==> config.mk <==
export PLATFORM = sky130hd
export DESIGN_NAME = rlc_coef_encoder
export DESIGN_NICKNAME = d
export VERILOG_FILES = /design/src/rtl/rlc_pkg.sv /design/src/rtl/rlc_pos_counter.sv /design/src/rtl/rlc_zero_run.sv /design/src/rtl/rlc_dc_pred.sv /design/src/rtl/rlc_seq.sv /design/src/rtl/rlc_coef_encoder.sv
export SDC_FILE = /design/constraint.sdc
export NUM_CORES = 1
export LEC_CHECK = 0
export BUFFER_PORTS_ARGS = -buffer_cell sky130_fd_sc_hd__buf_4
export CAP_MARGIN = 20
export CORE_AREA = 2 2 82 84
export CTS_BUF_LIST = sky130_fd_sc_hd__clkbuf_8
export CTS_CLUSTER_SIZE = 30
export DETAILED_ROUTE_END_ITERATION = 10
export DIE_AREA = 0 0 84 86
export GPL_TIMING_DRIVEN = 0
export PLACE_DENSITY = 0.54
export RECOVER_POWER = 25
export SLEW_MARGIN = 30
export SYNTH_ARGS = -nofsm -noshare
export SYNTH_HDL_FRONTEND = slang
export SYNTH_SLANG_ARGS = --single-unit
==> constraint.sdc <==
create_clock -name clk -period 5.2 [get_ports clk]
set_clock_uncertainty 0.05 [all_clocks]
set_input_delay 0.26 -clock clk [delete_from_list [all_inputs] [get_ports clk]]
set_output_delay 0.26 -clock clk [all_outputs]
set_load 0.1 [all_outputs]
==> src/rtl/rlc_pkg.sv <==
package rlc_pkg;
  typedef enum logic [1:0] {
    TOK_DC  = 2'd0,
    TOK_AC  = 2'd1,
    TOK_ZRL = 2'd2,
    TOK_EOB = 2'd3
  } tok_kind_e;

  typedef enum logic [1:0] {
    SQ_IDLE = 2'd0,
    SQ_DC   = 2'd1,
    SQ_AC   = 2'd2
  } seq_state_e;
endpackage

==> src/rtl/rlc_pos_counter.sv <==
// Position of the next coefficient inside the current block.
module rlc_pos_counter #(
  parameter int BLK_LEN = 64,
  localparam int PW = $clog2(BLK_LEN)
) (
  input  logic          clk,
  input  logic          rst,
  input  logic          blk_begin,
  input  logic          step,
  output logic [PW-1:0] pos,
  output logic          at_last
);
  assign at_last = (pos == PW'(BLK_LEN - 1));

  always_ff @(posedge clk) begin
    if (rst)            pos <= '0;
    else if (blk_begin) pos <= PW'(1);
    else if (step)      pos <= at_last ? '0 : pos + 1'b1;
  end

  AST_POS_IN_RANGE: assert property (@(posedge clk) disable iff (rst)
    pos <= PW'(BLK_LEN - 1));
  AST_POS_WRAP: assert property (@(posedge clk) disable iff (rst)
    (step && at_last && !blk_begin) |=> (pos == '0));
endmodule

==> src/rtl/rlc_zero_run.sv <==
// Pending zero-run counter; wraps when a ZRL token is issued.
module rlc_zero_run #(
  parameter int RUN_LIMIT = 16,
  localparam int RW = $clog2(RUN_LIMIT)
) (
  input  logic          clk,
  input  logic          rst,
  input  logic          clr,
  input  logic          zstep,
  output logic [RW-1:0] run,
  output logic          full
);
  assign full = (run == RW'(RUN_LIMIT - 1));

  always_ff @(posedge clk) begin
    if (rst)        run <= '0;
    else if (clr)   run <= '0;
    else if (zstep) run <= full ? '0 : run + 1'b1;
  end

  AST_RUN_GROWS: assert property (@(posedge clk) disable iff (rst)
    (zstep && !full && !clr) |=> (run == RW'($past(run) + 1'b1)));
  AST_RUN_RESTART: assert property (@(posedge clk) disable iff (rst)
    (zstep && full && !clr) |=> (run == '0));
endmodule

==> src/rtl/rlc_dc_pred.sv <==
// Previous-DC register and DC difference.
module rlc_dc_pred #(
  parameter int CW = 12,
  localparam int DW = CW + 1
) (
  input  logic                 clk,
  input  logic                 rst,
  input  logic                 clr,
  input  logic                 load,
  input  logic                 from_zero,
  input  logic signed [CW-1:0] coef,
  output logic signed [DW-1:0] diff
);
  logic signed [CW-1:0] prev_q;
  logic signed [DW-1:0] coef_x, base_x;

  always_comb begin
    coef_x = {coef[CW-1], coef};
    base_x = from_zero ? '0 : {prev_q[CW-1], prev_q};
    diff   = coef_x - base_x;
  end

  always_ff @(posedge clk) begin
    if (rst)       prev_q <= '0;
    else if (load) prev_q <= coef;
    else if (clr)  prev_q <= '0;
  end

  AST_PREV_TRACKS: assert property (@(posedge clk) disable iff (rst)
    load |=> (prev_q == $past(coef)));
endmodule

==> src/rtl/rlc_seq.sv <==
// Idle / DC / AC sequencer.
module rlc_seq
  import rlc_pkg::*;
(
  input  logic clk,
  input  logic rst,
  input  logic en,
  input  logic start,
  input  logic last_blk,
  input  logic at_last,
  output logic acc_dc,
  output logic acc_ac,
  output logic idle
);
  seq_state_e st, st_nxt;

  assign idle   = (st == SQ_IDLE);
  assign acc_dc = en && ((idle && start) || (st == SQ_DC));
  assign acc_ac = en && (st == SQ_AC);

  always_comb begin
    st_nxt = st;
    if (acc_dc)                 st_nxt = SQ_AC;
    else if (acc_ac && at_last) st_nxt = last_blk ? SQ_IDLE : SQ_DC;
  end

  always_ff @(posedge clk) begin
    if (rst) st <= SQ_IDLE;
    else     st <= st_nxt;
  end

  AST_HOLD_NO_EN: assert property (@(posedge clk) disable iff (rst)
    !en |=> $stable(st));
  AST_END_TO_IDLE: assert property (@(posedge clk) disable iff (rst)
    (acc_ac && at_last && last_blk) |=> idle);
  AST_START_IGNORED: assert property (@(posedge clk) disable iff (rst)
    (st == SQ_AC && !(acc_ac && at_last)) |=> (st == SQ_AC));
endmodule

==> src/rtl/rlc_coef_encoder.sv <==
// Top: DC prediction, AC run coding, ZRL/EOB insertion, registered token.
module rlc_coef_encoder
  import rlc_pkg::*;
#(
  parameter int CW        = 12,
  parameter int BLK_LEN   = 64,
  parameter int RUN_LIMIT = 16,
  localparam int DW = CW + 1,
  localparam int RW = $clog2(RUN_LIMIT),
  localparam int PW = $clog2(BLK_LEN)
) (
  input  logic                 clk,
  input  logic                 rst,
  input  logic                 en,
  input  logic                 start,
  input  logic                 last_blk,
  input  logic signed [CW-1:0] coef_in,
  output logic                 tok_valid,
  output logic [1:0]           tok_type,
  output logic [RW-1:0]        tok_run,
  output logic signed [DW-1:0] tok_value,
  output logic                 tok_blk_end
);
  logic acc_dc, acc_ac, idle, at_last, run_full, coef_zero;
  logic [PW-1:0] pos;
  logic [RW-1:0] run_q;
  logic signed [DW-1:0] dc_diff;

  tok_kind_e            nxt_kind;
  logic [RW-1:0]        nxt_run;
  logic signed [DW-1:0] nxt_val;
  logic                 nxt_fire;

  assign coef_zero = (coef_in == '0);

  rlc_seq u_seq (
    .clk(clk), .rst(rst), .en(en), .start(start), .last_blk(last_blk),
    .at_last(at_last), .acc_dc(acc_dc), .acc_ac(acc_ac), .idle(idle)
  );

  rlc_pos_counter #(.BLK_LEN(BLK_LEN)) u_pos (
    .clk(clk), .rst(rst), .blk_begin(acc_dc), .step(acc_ac),
    .pos(pos), .at_last(at_last)
  );

  rlc_zero_run #(.RUN_LIMIT(RUN_LIMIT)) u_run (
    .clk(clk), .rst(rst),
    .clr(acc_dc || (acc_ac && (!coef_zero || at_last))),
    .zstep(acc_ac && coef_zero && !at_last),
    .run(run_q), .full(run_full)
  );

  rlc_dc_pred #(.CW(CW)) u_dc (
    .clk(clk), .rst(rst), .clr(idle && !acc_dc), .load(acc_dc),
    .from_zero(idle), .coef(coef_in), .diff(dc_diff)
  );

  always_comb begin
    nxt_kind = TOK_DC;
    nxt_run  = '0;
    nxt_val  = dc_diff;
    nxt_fire = 1'b0;
    if (acc_dc) begin
      nxt_fire = 1'b1;
    end else if (acc_ac) begin
      if (!coef_zero) begin
        nxt_kind = TOK_AC;
        nxt_run  = run_q;
        nxt_val  = {coef_in[CW-1], coef_in};
        nxt_fire = 1'b1;
      end else if (at_last) begin
        nxt_kind = TOK_EOB;
        nxt_val  = '0;
        nxt_fire = 1'b1;
      end else if (run_full) begin
        nxt_kind = TOK_ZRL;
        nxt_run  = RW'(RUN_LIMIT - 1);
        nxt_val  = '0;
        nxt_fire = 1'b1;
      end
    end
  end

  always_ff @(posedge clk) begin
    if (rst) begin
      tok_valid   <= 1'b0;
      tok_type    <= 2'd0;
      tok_run     <= '0;
      tok_value   <= '0;
      tok_blk_end <= 1'b0;
    end else begin
      tok_valid   <= nxt_fire;
      tok_blk_end <= acc_ac && at_last;
      if (nxt_fire) begin
        tok_type  <= nxt_kind;
        tok_run   <= nxt_run;
        tok_value <= nxt_val;
      end
    end
  end

  AST_BLKEND_KIND: assert property (@(posedge clk) disable iff (rst)
    tok_blk_end |-> (tok_valid && (tok_type == TOK_AC || tok_type == TOK_EOB)));
  AST_ZRL_FIELDS: assert property (@(posedge clk) disable iff (rst)
    (tok_valid && tok_type == TOK_ZRL) |-> (tok_run == RW'(RUN_LIMIT - 1) && tok_value == '0));
  AST_IDLE_QUIET: assert property (@(posedge clk) disable iff (rst)
    (idle && !(en && start)) |=> !tok_valid);
  AST_NO_EN_NO_TOKEN: assert property (@(posedge clk) disable iff (rst)
    !en |=> !tok_valid);
  AST_START_TO_DC: assert property (@(posedge clk) disable iff (rst)
    (en && idle && start) |=> (tok_valid && tok_type == TOK_DC && tok_run == '0));
endmodule

Word-level counts from Yosys, hierarchy flattened:

Index checks and enable logic that the tools add are counted.

* memory bits (writable): 0
* output and inout bits: 21
* register bits: 45
* word-level logic and storage cells: 69
* memories: 0
* latch bits: 0
* bits in read-only memories: 0

* bitwise gates (word level): 0
* $add $sub $neg: 3
* $mul: 0
* order comparisons: 0
* muxes and demuxes: 30
* shifts and indexed selects: 0
* divide/modulo/power cells: 0
* reduce and logical (&&, ||, !) cells: 21
* eq/ne operators: 4

Operator list (count)
* two-way mux 13 bit: 6
* two-way mux 12 bit: 2
* two-way mux 4 bit: 6
* two-way mux 2 bit: 7
* subtractor 12 x 13 -> 13 bit: 1
* zero test 12 bit: 1
* logical AND 1 bit: 8
* two-way mux 1 bit: 8
* adder 6 x 1 -> 6 bit, second input constant: 1
* == test 6 bit, second input constant: 1
* two-way mux 6 bit: 1
* nonzero test 2 bit: 3
* adder 4 x 1 -> 4 bit, second input constant: 1
* == test 4 bit, second input constant: 1
* OR reduction 2 bit: 2
* zero test 1 bit: 3
* logical OR 1 bit: 3
* == test 2 x 1 -> 1 bit, second input constant: 1
* == test 2 bit, second input constant: 1
* zero test 2 bit: 1

Depth between registers and ports, before layout:

Gate-level depths: netlist of run 1.

* depth after elaboration: 8
* depth in mapped cells: 12
* gate-level depth less buffers: 11

Cells and area by module:

A second synthesis of run 1 with hierarchy kept.

* cells, all modules: 304
* area total of the unflattened synthesis: 2682.6 µm²

By module, submodules not included
* rlc_dc_pred: area each 1098.6 µm², seq. area each 240.2 µm², cells an instance 141, instances 1
* rlc_coef_encoder: area each 1014.7 µm², seq. area each 420.4 µm², cells an instance 103, instances 1
* rlc_pos_counter: area each 277.8 µm², seq. area each 120.1 µm², cells an instance 29, instances 1
* rlc_zero_run: area each 180.2 µm², seq. area each 80.1 µm², cells an instance 19, instances 1
* rlc_seq: area each 111.4 µm², seq. area each 40.0 µm², cells an instance 12, instances 1

Least setup slack after synthesis of run 1:

OpenSTA, ideal clock, no wires.

* kind: register to register
* from: reg u_seq.st[1]
* to: reg tok_value[8]
* data required time: 5064 ps
* arrival: 2423 ps
* stages on the path, launching flop included: 12
* path slack: 2641 ps
* clock period less this slack: 2559 ps
* path buffers: 2
* path through: dfxtp_1 > or2_2 > clkbuf_1 > clkbuf_1 > nand2_1 > fa_1 > a21oi_1 > o211a_1 > o21bai_1 > xnor2_1 > a21o_2 > a211oi_1

* longest elaborated chain between the ends: 8
* elaborated cells between the ends (all ways): 16
* classes of those cells: add/sub: 1; eq/ne: 2; mux: 8; reduce/logical: 5

Ends and longest elaborated chain
* start: declaration: line rlc_seq.sv:15 `seq_state_e st, st_nxt;`
* start signal: assignment: line rlc_seq.sv:29 `else st <= st_nxt;`
* zero test 2 bit: line rlc_seq.sv:17 `assign idle = (st == SQ_IDLE);`
* two-way mux 13 bit: line rlc_dc_pred.sv:19 `base_x = from_zero ? '0 : {prev_q[CW-1], prev_q};`
* subtractor 12 x 13 -> 13 bit: line rlc_dc_pred.sv:20 `diff = coef_x - base_x;`
* two-way mux 13 bit: line rlc_coef_encoder.sv:75 `end else if (run_full) begin`
* two-way mux 13 bit: line rlc_coef_encoder.sv:71 `end else if (at_last) begin`
* two-way mux 13 bit: line rlc_coef_encoder.sv:66 `if (!coef_zero) begin`
* two-way mux 13 bit: line rlc_coef_encoder.sv:65 `end else if (acc_ac) begin`
* two-way mux 13 bit: line rlc_coef_encoder.sv:63 `if (acc_dc) begin`
* end signal: assignment: line rlc_coef_encoder.sv:97 `tok_value <= nxt_val;`
* end: declaration: line rlc_coef_encoder.sv:21 `output logic signed [DW-1:0] tok_value,`

Parallel ways exist; a longest one is shown, timed or not.
A chain may end at the register's enable or synchronous reset.

Worst setup path after layout of run 1:

Same ends and word-level chain as after synthesis.

==> results.cfg, run 1 <==
[drt]
drt_pass1_iterations = 4
route.detailed.drc = 0
viasPerCell = 5.41
drt_first_iter_violations = 112
antenna_left = 0
drt-total-wl_um = 6690
route.vias.total = 2282
drt-wirelength-per-cell_um = 15.8

[worst_hold_path]
holdPathStages = 3
tightest_hold_check_type = input port to flop

[final_layout]
design.final.nets = 377
area_delta_synth_final_pct = 16.4
fraction_of_layout_cells_with_a_size_suffix_above_1_pct = 11.6
stdcell_area_um2 = 2860
post_layout_nonfiller_instances = 422
layout_commonest_cell = dfxtp_1
num_antenna_cells = 0
commonest_cells_after_routing_fill_and_taps_aside = 45 x dfxtp_1, 43 x nand2_1, 42 x a21oi_1
finalCoreUtilization_pct = 45.5

[grt]
globalRouteTotalUtil_pct = 19.3
antenna_found_initial = 0
grt_max_degree = 15
first_pass_grt_wire_length_um = 11100
number_of_global_route_vias_before_repair = 2189
global_route.overflow_total = 0

[floorplanning]
floorplan.initialDensity_pct = 39.1
fp_rows = 29
die_h_um = 86
top_level_ports = 38
dieArea_um2 = 7220
dieWidth_um = 84
core_area_um2 = 6280

[timing]
report.final.slew_viol_count = 0
final.hold.worst_slack_ps = 173
timing.final.hold_violations = 0
setup_ws_ps = 2060
setup_viol = 0
final_min_period_over_clock_period_pct = 60.5
setup_tns_ps = 0
max_slew_margin_pct = 21.8
timing_worst_slew_pin_value_ps = 1180
period_needed_ps = 3140
fmax_mhz = 318
grt_setup_unrepaired = no

[synth]
synth_fp_nets = 333
synthesis.instances = 300
synthDominantCellAreaShare_pct = 36.7
ys_async_sr_fraction_pct = 0
synth_enable_flop_cells = 0
number_of_unique_standard_cell_types_used_by_synthesis = 51
mapped_avg_cell_area_um2 = 8.19
seq_area_frac_synth_pct = 36.7
yosys.area.top_type = dfxtp_1
ys_seq_elements = 45
synth_area_leaders = dfxtp_1 37%, a21oi_1 8.6%, ha_1 7.6%, nand2_1 6.6%, nor2_1 3.7%
ys.flop_type = dfxtp_1
synth.yosys.warnings = 0
syn_area_um2 = 2460

[clock_tree]
clock_slew_at_reported_path_ffs_ps = 90
root_buffer = clkbuf_8
post-cts-setup-buffer-count = 0
cts_repair_resize_count = 0
max-clock-path-buffers = 2
clock_tree_from_tritoncts = yes
cts_max_level = 2
cts-buffers-inserted = 5
clkLatencyLatePin_ps = 310
cts.sink_count = 45
postCtsHoldBufs = 0

[power_and_ir_drop]
power.leakage_nw = 1.06
switching_share_pct = 35.4
switching_power_mw = 0.276
fraction_of_power_consumed_by_the_clock_network_pct = 28.7
worst_ir_drop_vdd_uv = 135
power-per-cell-area_nw_per_um2 = 272
comb_power_share_pct = 24.3
internal_power_mw = 0.503
p_seq_share_pct = 47.0
fin_total_pwr_mw = 0.778

[placed_design]
dp.cells = 414
place_congestion = 0.832
io_buffers = 37
postPlaceCellArea_um2 = 2830
place_worst_setup_slack_ps = 2100
dp_hpwl_um = 5050

[worst_setup_path]
worstPathRequired_ps = 5370
crit_cells = 11
cp_slowest_stage_delay_ps = 470
type_of_element_capturing_the_critical_path = flop
crit_path_max_fanout = 10
crit_arrival_ps = 3320
cp.buffers_inverters = 2
critical-path-top-cell-by-count = clkbuf_1
rr_worst_depth = 11
worstSetupStartpointType = flop
list_of_cells_traversed_by_the_critical_path = or2_2 > clkbuf_1 > clkbuf_1 > nand2_1 > fa_1 > a21oi_1 > o211a_1 > o21bai_1 > xnor2_1 > a21o_2 > a211oi_1
crit_family = compound AO/OA/AOI/OAI gates
critPathSlowestCell = fa_1
setup.worst_path.class = flop to flop

[status]
result_of_the_run = finished clean

[flow_run]
max_cap_viol_count = 0
==> worst reg2reg max path: stages (launching register included) <==
cell and delay [ps]:
dfxtp_1 430, or2_2 140, clkbuf_1 220, clkbuf_1 460
nand2_1 200, fa_1 470, a21oi_1 210, o211a_1 200
o21bai_1 130, xnor2_1 140, a21o_2 210, a211oi_1 210
==> synthesized netlist by cell type (2+ instances only) <==
cell type,count
nor4_1,3
a22oi_1,6
nor3_1,6
nor2_1,24
nand3_1,16
xor2_1,9
o211ai_1,3
or3_1,3
mux2i_1,2
nand3b_1,2
nand4_1,4
dfxtp_1,45
buf_6,3
a21oi_1,42
a2bb2oi_1,4
o21ai_0,8
xnor2_1,3
nand2b_1,2
ha_1,15
nor2b_1,3
a21o_1,3
o22ai_1,3
clkbuf_1,11
nand2_1,43
a211oi_1,2
inv_1,5
and2_1,4
and3_1,3
==> power by group through the flow <==
stage	Clock [mW]	Combinational, mW	Sequential, mW
3_3_place_gp	0	0.194	0.373
6_report	0.224	0.189	0.366
4_1_cts	0.229	0.195	0.366
2_1_floorplan	0	0.0770	0.436
3_5_place_dp	0	0.195	0.374
5_1_grt	0.244	0.204	0.367
==> registers in the layout, summed over array words and instances, names as in the netlist <==
signal	cells
tok_blk_end	1
tok_run	4
tok_type	2
tok_valid	1
tok_value	13
u_dc.prev_q	12
u_pos.pos	6
u_run.run	4
u_seq.st	2
==> metal layers <==
| layer | GRT usage [%] | up-vias | wire (um) |
|---|---|---|---|
| met3 | 3.46 | 7 | 278 |
| met5 | 0 | - | 0 |
| met1 | 27.1 | 1073 | 3370 |
| li1 | - | 1159 | - |
| met2 | 30.7 | 43 | 2940 |
| met4 | 5.28 | 0 | 102 |
==> cell type report <==
cell class                 count  area (um^2)
clock inverter                 3         18.8
multi-input combinational    235         1460
timing repair buffer          37          218
buffer                        15         80.1
sequential                    45          901
clock buffer                   5         68.8
fill                         669         3420
inverter                       5         18.8
tap                           77         96.3
==> worst paths after layout <==
kind | start | to | slack (ps)
worst max-delay path | u_seq.st[1] | tok_value[8] | 2060
worst min-delay path | coef_in[0] | tok_value[0] | 170
worst max register to register | u_seq.st[1] | tok_value[8] | 2060
worst min register to register | tok_value[5] | tok_value[5] | 410
==> kinds of logic (layout without fill, tap and decap cells) <==
group,count (synthesis),after routing,synth area share (%)
buf+inv,20,65,4.02
mux,2,2,0.815
fa+ha+maj,16,16,8.46
xor+xnor,12,12,4.28
compound gates,83,83,21.5
simple gates,122,122,24.2
flops,45,45,36.7
(Power assumes the default switching activity.)
==> inputs of run 2 (changes only) <==
Clock period 5.2 ns to 3.2 ns, I/O delays scaled along.
==> results.cfg, run 2 (synthesized netlist as in run 1, its figures left out) <==
[status]
result_of_the_run = finished clean

[drt]
route.detailed.drc = 0
drt-wirelength-per-cell_um = 15.8
m1WireLength_um = 3400
drt_pass1_iterations = 4
routed-wl-met2_um = 2930
antenna_left = 0
drt-total-wl_um = 6680
route.top_layer_used = met4
viasPerCell = 5.40
route.vias.total = 2280
met3_wirelength_um = 244
drt_first_iter_violations = 111

[grt]
antenna_found_initial = 0
global_route.overflow_total = 0
globalRouteTotalUtil_pct = 19.3
grt_max_degree = 15
first_pass_grt_wire_length_um = 11100
number_of_global_route_vias_before_repair = 2189

[clock_tree]
max-clock-path-buffers = 2
clock_tree_from_tritoncts = yes
cts_max_level = 2
root_buffer = clkbuf_8
clock_slew_at_reported_path_ffs_ps = 90
cts.sink_count = 45
clkLatencyLatePin_ps = 310
cts-buffers-inserted = 5

[timing]
setup_tns_ps = 0
fmax_mhz = 340
final_min_period_over_clock_period_pct = 91.8
max_slew_margin_pct = 21.6
period_needed_ps = 2940
final.hold.worst_slack_ps = 73.4
grt_setup_unrepaired = no
setup_viol = 0
timing_worst_slew_pin_value_ps = 1180
timing.final.hold_violations = 0
report.final.slew_viol_count = 0

[worst_setup_path]
cp_slowest_stage_delay_ps = 460
crit_arrival_ps = 3110
list_of_cells_traversed_by_the_critical_path = or2_2 > clkbuf_1 > clkbuf_2 > nand2_1 > fa_1 > a21oi_1 > o211a_1 > o21bai_1 > xnor2_1 > a21o_2 > a211oi_1
worstSetupStartpointType = flop
setup_slack_on_the_worst_flop_to_flop_path_ps = 260
critPathSlowestCell = fa_1
crit_path_max_fanout = 10
setup.worst_path.class = flop to flop
type_of_element_capturing_the_critical_path = flop
worstPathRequired_ps = 3370

[floorplanning]
dieArea_um2 = 7220
fp_rows = 29
core_area_um2 = 6280
die_h_um = 86
dieWidth_um = 84
floorplan.initialDensity_pct = 39.1
top_level_ports = 38

[placed_design]
io_buffers = 37
place_congestion = 0.832
dp_hpwl_um = 5050

[final_layout]
area_delta_synth_final_pct = 16.4
reg.largest.list = tok_value: 13 flops, u_dc.prev_q: 12 flops, u_pos.pos: 6 flops
register_bank_with_the_most_flops = tok_value
design.final.nets = 377
fraction_of_layout_cells_with_a_size_suffix_above_1_pct = 11.9
max_ffs_per_register = 13
num_antenna_cells = 0
commonest_cells_after_routing_fill_and_taps_aside = 45 x dfxtp_1, 43 x nand2_1, 42 x a21oi_1
layout_commonest_cell = dfxtp_1

[flow_run]
max_cap_viol_count = 0

[worst_hold_path]
tightest_hold_check_type = input port to flop

[power_and_ir_drop]
worst_ir_drop_vdd_uv = 220
power.leakage_nw = 1.06
power-per-cell-area_nw_per_um2 = 442
fin_total_pwr_mw = 1.26
run 2: cell count changes in the layout (fill, tap and decap cells not counted):
cell / before / now
clkbuf_2: 0 / 1
clkbuf_1: 27 / 26
run 2: through the flow:
| stage | std cells | instance area [um^2] | worst slack, ps | util (%) |
|---|---|---|---|---|
| global placement | 414 | 2830 | 94.0 | 45.1 |
| finish | 422 | 2860 | 262 | 45.5 |
| global route | 422 | 2860 | 57.4 | 45.5 |
| floorplan | 300 | 2460 | 641 | - |
| detailed placement | 414 | 2830 | 95.6 | 45.1 |
| CTS | 422 | 2920 | 71.2 | 46.5 |
run 2: path summary, 6_finish.rpt:
check | startpoint | end | cells past startpoint
min | coef_in[0] | tok_value[0] | 3
max | u_seq.st[1] | tok_value[8] | 11
max reg2reg | u_seq.st[1] | tok_value[8] | 11
min reg2reg | tok_value[5] | tok_value[5] | 2
run 2: cell type report:
class                   count  area [um^2]
plain buffers              15         81.3
clock buffers               5         68.8
clock inverters             3         18.8
fillers                   668         3420
inverters                   5         18.8
multi-input cells         235         1460
flip-flops and latches     45          901
well taps                  77         96.3
repair buffers             37          218
run 2: routing by layer:
metal	GRT usage (%)	up-vias
met4	5.28	0
met3	3.46	7
met2	30.7	40
met5	0	-
met1	27.1	1074
li1	-	1159
run 2: timing repair:
| action | 4_1_cts | 5_1_grt |
|---|---|---|
| setup endpoints to repair | 0 | 7 |
| hold buffers | 0 | 0 |
| setup buffers | 0 | 0 |
| gates resized for setup | 0 | 2 |
run 2: power by group:
group | switching (mW) | leakage, nW | total (mW) | internal, mW
Combinational | 0.223 | 0.656 | 0.308 | 0.0848
Clock | 0.212 | 0.0416 | 0.363 | 0.151
Sequential | 0.0131 | 0.366 | 0.594 | 0.581
Total | 0.448 | 1.06 | 1.26 | 0.817
run 2: worst max-delay path: cells and delay by family (launching register included):
kind | cells | cell delay (ps)
AO/OA/AOI/OAI | 5 | 960
buffers and inverters | 2 | 530
adder cells (fa/ha/maj) | 1 | 460
flip-flops | 1 | 430
AND/OR/NAND/NOR | 2 | 290
XOR/XNOR | 1 | 140
==> inputs of run 3 (changes only) <==
Settings changed: ABC_AREA set to 1, CORE_AREA 2 2 82 84 to 2 2 86 88, CTS_BUF_LIST sky130_fd_sc_hd__clkbuf_8 to sky130_fd_sc_hd__clkbuf_4 sky130_fd_sc_hd__clkbuf_8 sky130_fd_sc_hd__clkbuf_16, CTS_CLUSTER_DIAMETER set to 200, DIE_AREA 0 0 84 86 to 0 0 88 90.
==> results.cfg, run 3 <==
[status]
result_of_the_run = finished clean

[grt]
use_met1_pct = 28.1
number_of_global_route_vias_before_repair = 2270
globalRouteTotalUtil_pct = 18.6
antenna_found_initial = 0
global_route.overflow_total = 0
first_pass_grt_wire_length_um = 11300
grt_max_degree = 15
use_met3_pct = 2.85
global_route.usage.met2_pct = 26.8
grt.busiest_layer = met1

[timing]
timing_worst_slew_pin_value_ps = 1180
timing.final.hold_violations = 0
max_slew_margin_pct = 22.0
fmax_mhz = 349
setup_viol = 0
setup_tns_ps = 0
report.final.slew_viol_count = 0
grt_setup_unrepaired = no
final_min_period_over_clock_period_pct = 89.5
period_needed_ps = 2870

[clock_tree]
clkLatencyLatePin_ps = 310
cts.sink_count = 45
post-cts-setup-buffer-count = 0
cts_max_level = 2
clock_tree_from_tritoncts = yes
max-clock-path-buffers = 2
cts-buffers-inserted = 5
clock_slew_at_reported_path_ffs_ps = 90
root_buffer = clkbuf_8
cts_repair_resize_count = 0
postCtsHoldBufs = 0

[synth]
synthesis.instances = 401
synth_enable_flop_cells = 0
seq_area_frac_synth_pct = 32.9
ys_seq_elements = 45
yosys.cell_count.top_type = nand2_1
synth.yosys.warnings = 0
ys.flop_type = dfxtp_1
ys_async_sr_fraction_pct = 0
number_of_unique_standard_cell_types_used_by_synthesis = 36
yosys.area.top_type = dfxtp_1
synthDominantCellAreaShare_pct = 32.9
mapped_avg_cell_area_um2 = 6.83
syn_area_um2 = 2740
synth_area_leaders = dfxtp_1 33%, nand2_1 14%, ha_1 6.8%, inv_1 6.8%, a21oi_1 6.2%
synth_top_cells_by_count = 103 x nand2_1, 50 x inv_1, 45 x dfxtp_1, 34 x a21oi_1, 30 x nand3_1
synth_fp_nets = 434

[worst_setup_path]
crit_family = simple AND/OR/NAND/NOR gates
setup_slack_on_the_worst_flop_to_flop_path_ps = 330
worstSetupStartpointType = flop
cp.buffers_inverters = 2
critical_path.reg2reg.endpoint = tok_value[4]
crit_arrival_ps = 3010
cp_slowest_stage_delay_ps = 530
list_of_cells_traversed_by_the_critical_path = nor2_1 > inv_1 > clkbuf_1 > nand2_1 > fa_1 > nand3_1 > nand3_1 > xor2_1 > a21boi_0 > a21oi_1
timing.rr.start = u_seq.st[1]
type_of_element_capturing_the_critical_path = flop
critPathSlowestCell = fa_1
crit_path_max_fanout = 10
setup.worst_path.class = flop to flop
critical-path-top-cell-by-count = nand3_1
rr_worst_depth = 10
worstPathRequired_ps = 3350

[drt]
drt-total-wl_um = 7250
route.detailed.drc = 0
antenna_left = 0
drt-wirelength-per-cell_um = 13.3
drt_pass1_iterations = 4
viasPerCell = 4.88
drt_first_iter_violations = 172
route.vias.total = 2654

[worst_hold_path]
tightest_hold_check_type = input port to flop
hold_path_end = u_seq.st[0]
holdCritStartpoint = last_blk
holdPathStages = 3

[placed_design]
place_congestion = 0.893
dp_hpwl_um = 5390
io_buffers = 36
dp.cells = 536

[final_layout]
post_layout_nonfiller_instances = 544
design.final.nets = 477
area_delta_synth_final_pct = 16.4
num_antenna_cells = 0
reg.largest.list = tok_value: 13 flops, u_dc.prev_q: 12 flops, u_pos.pos: 6 flops
max_ffs_per_register = 13
register_bank_with_the_most_flops = tok_value
layout_commonest_cell = nand2_1
commonest_cells_after_routing_fill_and_taps_aside = 103 x nand2_1, 50 x inv_1, 45 x dfxtp_1
fraction_of_layout_cells_with_a_size_suffix_above_1_pct = 13.9

[floorplanning]
core_area_um2 = 7020
top_level_ports = 38
fp_rows = 31
dieArea_um2 = 7920
die_h_um = 90
floorplan.initialDensity_pct = 39.0
dieWidth_um = 88

[flow_run]
max_cap_viol_count = 0

[power_and_ir_drop]
worst_ir_drop_vdd_uv = 264
power-per-cell-area_nw_per_um2 = 440
power.leakage_nw = 1.40
-- run 3: cell count changes after synthesis, moves of 5 or more --
cell      change
nand2_1      +60
inv_1        +45
nand3_1      +14
o21ai_0      +13
nand2_2      +10
a21oi_1       -8
a21oi_2       +7
clkbuf_1      -5
nor2_1        +5
-- run 3: kinds of logic after synthesis --
group	Yosys count	synth area share, %
fa+ha+maj	16	7.58
xor+xnor	5	1.60
simple gates	194	32.0
buf+inv	65	10.0
compound gates	76	16.0
flops	45	32.9
-- run 3: area by class of cell --
| class | count | area (um^2) |
|---|---|---|
| Buffer | 11 | 68.8 |
| Clock buffer | 6 | 76.3 |
| Clock inverter | 2 | 38.8 |
| Fill cell | 778 | 3830 |
| Inverter | 54 | 205 |
| Multi-Input combinational cell | 291 | 1570 |
| Sequential cell | 45 | 901 |
| Tap cell | 99 | 124 |
| Timing Repair Buffer | 36 | 210 |
-- run 3: worst max-delay path by stage --
stage / from / endpoint / slack [ps] / depth (start not counted)
after global routing: u_seq.st[1] / tok_value[4] / 150 / 10
after CTS: u_seq.st[1] / tok_value[4] / 380 / 10
after global placement: u_seq.st[1] / tok_value[4] / 350 / 10
after floorplan: u_seq.st[1] / tok_value[8] / 1070 / 12
after detailed placement: u_seq.st[1] / tok_value[4] / 400 / 10
final: u_seq.st[1] / tok_value[4] / 330 / 10
-- run 3: power breakdown --
group | switching (mW) | total (mW) | internal (mW)
sequential | 0.0118 | 0.596 | 0.584
combinational | 0.257 | 0.349 | 0.0911
clock | 0.215 | 0.458 | 0.243
total | 0.484 | 1.40 | 0.918
-- run 3: per-layer routing --
metal  vias to the layer above  wire [um]
met5                         -          0
li1                       1395          -
met2                        50       3070
met4                         0         90
met1                      1202       3710
met3                         7        373
-- run 3: worst reg2reg max path, cell delays in order, from the launching register on --
cell and delay [ps]:
dfxtp_1 390, nor2_1 90, inv_1 70, clkbuf_1 510, nand2_1 230, fa_1 530
nand3_1 100, nand3_1 160, xor2_1 190, a21boi_0 320, a21oi_1 110
-- run 3: stage by stage --
stage | hold WS [ps] | cell area (um^2) | power, mW | setup slack [ps] | util [%]
final | 101 | 3190 | 1.40 | 335 | 45.4
after floorplan | 283 | 2740 | 0.872 | 1070 | -
after detailed placement | 406 | 3130 | 0.966 | 397 | 44.6
after global routing | 109 | 3190 | 1.46 | 145 | 45.4
after CTS | 91.4 | 3250 | 1.42 | 377 | 46.3
after global placement | 405 | 3130 | 0.965 | 352 | 44.6
